$ cat src/rtl/scl_gen_pkg.sv
package scl_gen_pkg;

    typedef enum logic [1:0] {
        PH_IDLE    = 2'd0,
        PH_LOW     = 2'd1,
        PH_RELEASE = 2'd2,
        PH_HIGH    = 2'd3
    } scl_phase_e;

    typedef struct packed {
        logic fall;
        logic rise;
        logic mid;
    } scl_strobe_t;

    // Shortest low phase that keeps the synchronized level from going stale.
    localparam int unsigned MIN_LOW_TICKS  = 2;
    localparam int unsigned MIN_HIGH_TICKS = 1;

    function automatic int unsigned lim_floor(input int unsigned v, input int unsigned lo);
        return (v < lo) ? lo : v;
    endfunction

endpackage

$ cat src/rtl/scl_in_sync.sv
module scl_in_sync #(
    parameter int STAGES = 2
) (
    input  logic clk,
    input  logic rst,
    input  logic async_in,
    output logic sync_out
);
    logic stage_q [STAGES];

    generate
        for (genvar i = 0; i < STAGES; i++) begin : g_stage
            if (i == 0) begin : g_first
                always_ff @(posedge clk) begin
                    if (rst) stage_q[i] <= 1'b1;
                    else     stage_q[i] <= async_in;
                end
            end else begin : g_next
                always_ff @(posedge clk) begin
                    if (rst) stage_q[i] <= 1'b1;
                    else     stage_q[i] <= stage_q[i-1];
                end
            end
        end
    endgenerate

    assign sync_out = stage_q[STAGES-1];

endmodule

$ cat src/rtl/scl_tick_div.sv
module scl_tick_div #(
    parameter int PRE_W = 1
) (
    input  logic             clk,
    input  logic             rst,
    input  logic             restart,
    input  logic [PRE_W-1:0] div_m1,
    output logic             tick
);
    logic [PRE_W-1:0] pre_q;

    assign tick = (pre_q == div_m1);

    always_ff @(posedge clk) begin
        if (rst || restart) pre_q <= '0;
        else if (tick)      pre_q <= '0;
        else                pre_q <= pre_q + {{(PRE_W-1){1'b0}}, 1'b1};
    end


    tick_spacing_chk: assert property (@(posedge clk) disable iff (rst)
        (tick && div_m1 != '0) |=> (!tick || div_m1 == '0));

endmodule

$ cat src/rtl/scl_phase_fsm.sv
module scl_phase_fsm
    import scl_gen_pkg::*;
#(
    parameter int CNT_W   = 9,
    parameter bit EXT_MSB = 1'b1
) (
    input  logic             clk,
    input  logic             rst,
    input  logic             en,
    input  logic             tick,
    input  logic             scl_s,
    input  logic [CNT_W-1:0] low_raw,
    input  logic [CNT_W-1:0] high_raw,
    output logic             restart,
    output logic             scl_oe,
    output scl_strobe_t      stb
);
    localparam logic [CNT_W-1:0] CNT_MASK = EXT_MSB ? {CNT_W{1'b1}} : {1'b0, {(CNT_W-1){1'b1}}};
    localparam logic [CNT_W-1:0] ONE      = {{(CNT_W-1){1'b0}}, 1'b1};

    logic [CNT_W-1:0] low_sel, high_sel, low_lim, high_lim;
    scl_phase_e       state_q, state_d;
    logic [CNT_W-1:0] cnt_q, cnt_d;
    logic             oe_q, oe_d;
    scl_strobe_t      stb_q, stb_d;

    assign low_sel  = low_raw  & CNT_MASK;
    assign high_sel = high_raw & CNT_MASK;
    assign low_lim  = CNT_W'(lim_floor(32'(low_sel),  MIN_LOW_TICKS));
    assign high_lim = CNT_W'(lim_floor(32'(high_sel), MIN_HIGH_TICKS));

    always_comb begin
        state_d = state_q;
        cnt_d   = cnt_q;
        oe_d    = oe_q;
        stb_d   = '0;
        restart = 1'b0;
        unique case (state_q)
            PH_IDLE: begin
                restart = 1'b1;
                if (en) begin
                    state_d    = PH_LOW;
                    oe_d       = 1'b1;
                    stb_d.fall = 1'b1;
                    cnt_d      = '0;
                end
            end
            PH_LOW: begin
                if (tick) begin
                    if (cnt_q == low_lim - ONE) begin
                        state_d = PH_RELEASE;
                        oe_d    = 1'b0;
                        cnt_d   = '0;
                    end else begin
                        cnt_d = cnt_q + ONE;
                    end
                end
            end
            PH_RELEASE: begin
                if (scl_s) begin
                    state_d    = PH_HIGH;
                    stb_d.rise = 1'b1;
                    restart    = 1'b1;
                    cnt_d      = '0;
                end
            end
            PH_HIGH: begin
                if (tick) begin
                    if (cnt_q == (high_lim >> 1)) stb_d.mid = 1'b1;
                    if (cnt_q == high_lim - ONE) begin
                        state_d    = PH_LOW;
                        oe_d       = 1'b1;
                        stb_d.fall = 1'b1;
                        restart    = 1'b1;
                        cnt_d      = '0;
                    end else begin
                        cnt_d = cnt_q + ONE;
                    end
                end
            end
            default: state_d = PH_IDLE;
        endcase
        if (!en) begin
            state_d = PH_IDLE;
            cnt_d   = '0;
            oe_d    = 1'b0;
            stb_d   = '0;
            restart = 1'b1;
        end
    end

    always_ff @(posedge clk) begin
        if (rst) begin
            state_q <= PH_IDLE;
            cnt_q   <= '0;
            oe_q    <= 1'b0;
            stb_q   <= '0;
        end else begin
            state_q <= state_d;
            cnt_q   <= cnt_d;
            oe_q    <= oe_d;
            stb_q   <= stb_d;
        end
    end

    assign scl_oe = oe_q;
    assign stb    = stb_q;


    low_cnt_bound_chk: assert property (@(posedge clk) disable iff (rst)
        (state_q == PH_LOW) |-> (cnt_q < low_lim));


    rise_after_high_chk: assert property (@(posedge clk) disable iff (rst)
        stb_q.rise |-> $past(scl_s));


    high_released_chk: assert property (@(posedge clk) disable iff (rst)
        (state_q == PH_HIGH) |-> !oe_q);


    fall_with_pull_chk: assert property (@(posedge clk) disable iff (rst)
        stb_q.fall |-> oe_q);


    pull_rise_marked_chk: assert property (@(posedge clk) disable iff (rst)
        $rose(oe_q) |-> stb_q.fall);


    disable_release_chk: assert property (@(posedge clk) disable iff (rst)
        !en |=> (!oe_q && stb_q == '0));


    strobe_excl_chk: assert property (@(posedge clk) disable iff (rst)
        !(stb_q.fall && stb_q.rise));

endmodule

$ cat src/rtl/scl_phase_gen.sv
module scl_phase_gen #(
    parameter int CNT_W       = 9,
    parameter bit EXT_MSB     = 1'b1,
    parameter int SYNC_STAGES = 2,
    parameter int PRE_W       = 1
) (
    input  logic             clk,
    input  logic             rst,
    input  logic             en,
    input  logic             tick_div2,
    input  logic [CNT_W-1:0] low_count,
    input  logic [CNT_W-1:0] high_count,
    input  logic             scl_in,
    output logic             scl_oe,
    output logic             fall_stb,
    output logic             rise_stb,
    output logic             mid_stb
);
    import scl_gen_pkg::*;

    logic        scl_s;
    logic        tick;
    logic        restart;
    scl_strobe_t stb;

    scl_in_sync #(.STAGES(SYNC_STAGES)) sync_i (
        .clk      (clk),
        .rst      (rst),
        .async_in (scl_in),
        .sync_out (scl_s)
    );

    scl_tick_div #(.PRE_W(PRE_W)) div_i (
        .clk     (clk),
        .rst     (rst),
        .restart (restart),
        .div_m1  (PRE_W'(tick_div2)),
        .tick    (tick)
    );

    scl_phase_fsm #(.CNT_W(CNT_W), .EXT_MSB(EXT_MSB)) fsm_i (
        .clk      (clk),
        .rst      (rst),
        .en       (en),
        .tick     (tick),
        .scl_s    (scl_s),
        .low_raw  (low_count),
        .high_raw (high_count),
        .restart  (restart),
        .scl_oe   (scl_oe),
        .stb      (stb)
    );

    assign fall_stb = stb.fall;
    assign rise_stb = stb.rise;
    assign mid_stb  = stb.mid;

endmodule

$ cat config.mk
export PLATFORM = sky130hd
export DESIGN_NAME = scl_phase_gen
export DESIGN_NICKNAME = d
export VERILOG_FILES = /design/src/rtl/scl_gen_pkg.sv /design/src/rtl/scl_in_sync.sv /design/src/rtl/scl_tick_div.sv /design/src/rtl/scl_phase_fsm.sv /design/src/rtl/scl_phase_gen.sv
export SDC_FILE = /design/constraint.sdc
export NUM_CORES = 1
export LEC_CHECK = 0
export ABC_AREA = 1
export BUFFER_PORTS_ARGS = -buffer_cell sky130_fd_sc_hd__buf_2
export CAP_MARGIN = 15
export CELL_PAD_IN_SITES_DETAIL_PLACEMENT = 1
export CELL_PAD_IN_SITES_GLOBAL_PLACEMENT = 2
export CORE_MARGIN = 2
export CORE_UTILIZATION = 27
export DETAILED_ROUTE_END_ITERATION = 10
export GPL_ROUTABILITY_DRIVEN = 0
export PLACE_DENSITY = 0.85
export SLEW_MARGIN = 20
export SYNTH_ARGS = -nofsm -noshare
export SYNTH_HDL_FRONTEND = slang
export SYNTH_SLANG_ARGS = --single-unit
$ cat constraint.sdc
create_clock -name clk -period 1.8 [get_ports clk]
set_input_delay 0.18 -clock clk [delete_from_list [all_inputs] [get_ports clk]]
set_output_delay 0.18 -clock clk [all_outputs]
set_load 0.01 [all_outputs]
==> results by group <==
Yosys
  – Seq/Total Area, Yosys: 20.18%
  – Warnings from Yosys: 0
  – Syn Std Cell Area: 0.001785 mm2
  – #FFs+latches synth: 18
  – Mean post-synth cell area: 6.157 um2
  – Post-synthesis instance total: 290
  – Post-synthesis cell type count: 34
  – Syn nets: 322

Place
  – Inst Count DP: 426
  – I/O Buffers: 26
  – Hpwl dp: 4661 um

Detailed routing
  – Antenna viol nets, final: 0
  – DR pass1 iterations: 4
  – Wirelength per Cell: 13.68 um
  – DR vias: 2061
  – DR vias/cell: 4.673
  – Final wirelength: 6034 um
  – # DRC: 0
  – First-iteration detailed-routing DRC count: 38

Clock network
  – CTS clk-pin slew, worst paths: 0.07 ns
  – Worst skew pair latency: 0.25 ns
  – CTS max path bufs: 2
  – H-tree levels: 1
  – CTS Hold Bufs: 0
  – Clk root buf: clkbuf_8
  – CTS tree: yes
  – CTS Sinks: 18
  – Inserted Clock Buffers: 3

Worst setup path
  – Most frequent CP cell: nand2_1
  – CP Buf/Inv Count: 2
  – CP Class: in -> reg
  – Top delay family on crit path: simple AND/OR/NAND/NOR gates
  – Worst Setup End Kind: flip-flop
  – R2R Setup Slk: 0 ns
  – R2R Path Start: fsm_i.state_q[1]
  – WP depth: 21
  – Required time worst endpoint: 1.99 ns
  – CP max-delay cell: ha_4
  – CP Max Fanout: 5
  – Startpoint types: primary input
  – Max incr delay on CP: 0.18 ns
  – Worst r2r path cells: 9
  – WP data arrival: 2.09 ns
  – Crit path cell chain: buf_6, nor2_4, nand2_2, inv_2, nand2_4, nand2_4, ha_4, nand2_2, nand2_2, nand2_1, nand2_1, nand2_1, nor2_1, nand2_1, nor2_2, nand3_2, nand2_4, nand3_4, nand2_1, nand2_1, nor2_1
  – R2r endpoint: fsm_i.cnt_q[7]

Outcome
  – Failing checks: setup timing
  – Outcome: complete, but fails checks

Die
  – Starting Density: 27.96%
  – Chip height: 85.32 um
  – Core outline area: 0.006386 mm2
  – Die Wd: 85.32 um
  – Die Area: 0.007280 mm2
  – Io pins: 27
  – Site Rows: 29

Worst hold path
  – Min-delay src: scl_in
  – Worst Hold Class: in -> reg
  – Hold endpoint: sync_i.stage_q[0]
  – WHS Path Cells: 2

Layout
  – Area delta synth->final: 51.79%
  – Layout Cells excl Fill: 441
  – Final core utilization: 42.44%
  – Antenna diode instance count: 0
  – Nets: 398
  – Layout cell share with drive strength beyond 1: 39.01%

GRT
  – Largest net degree at the start of global routing: 12
  – First-pass GRT wire length: 10150 um
  – Gr ovfl total: 0
  – All-Layer GR Usage: 17.00%
  – Initial antenna violation count: 0
  – Vias in the first global route: 2239

Timing
  – Final Critical Period: 1.904 ns
  – Final setup fails: 12
  – Final Slew Violations: 0
  – Setup ws final: -0.1036 ns
  – Slew headroom: 74.90%
  – Period utilization: 105.8%
  – Slew @ Worst Pin: 0.3760 ns
  – Hold Vio Cnt, Final: 0
  – Clock Skews: 0.003148 ns
  – Max Freq: 0.5253 GHz
  – RSZ-0062 raised after global routing: yes

Run
  – Max_cap viols: 0

Power and ir drop
  – Pwr dens: 419.8 mW/mm2
  – Peak supply drop: 0.0002942 V
  – Leakage: 1.301 nW
-- how the worst max path moves through the flow --
stage	start	endpoint	slack (ns)
2_1_floorplan	low_count[5]	fsm_i.state_q[0]	-0.03
3_3_place_gp	high_count[2]	fsm_i.cnt_q[8]	-0.34
3_5_place_dp	low_count[5]	fsm_i.cnt_q[8]	-0.43
4_1_cts	low_count[6]	fsm_i.state_q[0]	-0.06
5_1_grt	low_count[3]	fsm_i.state_q[1]	-0.26
6_report	low_count[6]	fsm_i.state_q[0]	-0.10
-- logic make-up after synthesis --
kind of cell    share of synthesized area [%]
fa+ha+maj                               6.307
buf+inv                                 11.28
simple gates                            42.47
flops                                   20.18
xor+xnor                                12.75
compound gates                          7.008
-- routing by layer --
| metal | share of wire (%) | vias to the layer above | GRT usage [%] |
|---|---|---|---|
| met3 | 1.9 | 6 | 1.070 |
| met4 | 0.85 | 0 | 3.896 |
| met5 | 0 | - | 0 |
| li1 | - | 1059 | - |
| met1 | 43 | 975 | 19.95 |
| met2 | 54 | 21 | 33.24 |
-- through the flow --
step	total power, mW	hold slack (ns)	cell area [um2]	setup TNS, ns	setup slack [ns]
finish	1.138	0.1075	2710	-1.040	-0.1036
CTS	1.125	0.1070	2595	-0.6244	-0.06237
floorplan	0.6329	0.2838	1896	-0.1975	-0.02613
global placement	0.7933	0.3643	2394	-4.537	-0.3428
detailed placement	0.8048	0.3698	2394	-5.561	-0.4263
global route	1.215	0.1129	2710	-3.033	-0.2627
-- area by class of cell --
class,count,area (um2)
Timing Repair Buffer,78,580.6
Inverter,44,188.9
Sequential cell,18,361.6
Clock buffer,3,41.29
Tap cell,77,96.34
Multi-Input combinational cell,221,1441
Fill cell,842,3676
-- power by group --
group / internal, mW / switching [mW]
clock network: 0.149 / 0.133
logic: 0.198 / 0.238
registers: 0.411 / 0.00975
total: 0.757 / 0.381
-- cells in the final DEF, fill, tap and decap left out, types with 2 or more instances in the layout --
master	netlist	routed
buf_6	0	8
clkinv_1	2	2
xor2_1	18	17
nor2_2	6	6
a21oi_2	1	6
nor4_1	2	2
nand2_1	68	59
inv_1	40	37
nand3_1	26	19
dfxtp_1	18	17
nand2_4	1	7
nor3_1	3	3
xnor2_1	8	8
ha_1	9	7
nor2_1	35	26
clkbuf_8	0	3
or2_2	2	2
buf_4	0	52
nand2_2	6	10
inv_2	2	2
o21ai_1	1	2
o21ai_0	5	4
nor2_4	2	11
a21oi_1	11	6
buf_2	4	17
nand3_2	1	8
ha_4	0	2
nand4_1	8	8
-- state kept, by name, summed over array words and instances (netlist names) --
signal          cells
sync_i.stage_q      2
fsm_i.stb           3
fsm_i.scl_oe        1
div_i.pre_q         1
fsm_i.state_q       2
fsm_i.cnt_q         9
-- what timing repair did --
item	in CTS	in global routing
buffers inserted	8	3
gates resized for setup	26	23
gates cloned	1	0
pin swaps	27	9
setup endpoints to repair	14	14
-- Yosys cell counts --
cell type | count | area (um2)
a21oi_1 | 11 | 55.05
clkbuf_2 | 1 | 5.000
o21bai_1 | 1 | 7.510
nand4_1 | 8 | 50.05
o21ai_0 | 5 | 25.02
nand3_1 | 26 | 130.1
nor2_1 | 35 | 131.4
o211ai_1 | 1 | 7.510
o2111ai_1 | 1 | 8.760
nor4_1 | 2 | 12.51
a211oi_1 | 1 | 7.510
nand2_2 | 6 | 37.54
buf_2 | 4 | 20.02
nand2_4 | 1 | 11.26
nor3b_1 | 1 | 7.510
nand2_1 | 68 | 255.2
ha_1 | 9 | 112.6
buf_1 | 1 | 3.750
a21oi_2 | 1 | 8.760
nand3b_1 | 1 | 7.510
xor2_1 | 18 | 157.7
nand3_4 | 1 | 17.52
inv_1 | 40 | 150.1
nor2_4 | 2 | 22.52
nor3_1 | 3 | 15.01
inv_2 | 2 | 7.510
o21ai_1 | 1 | 5.000
clkinv_1 | 2 | 7.510
nand3_2 | 1 | 10.01
clkbuf_1 | 2 | 7.510
dfxtp_1 | 18 | 360.4
or2_2 | 2 | 12.51
nor2_2 | 6 | 37.54
xnor2_1 | 8 | 70.07
(Power assumes the default switching activity.)
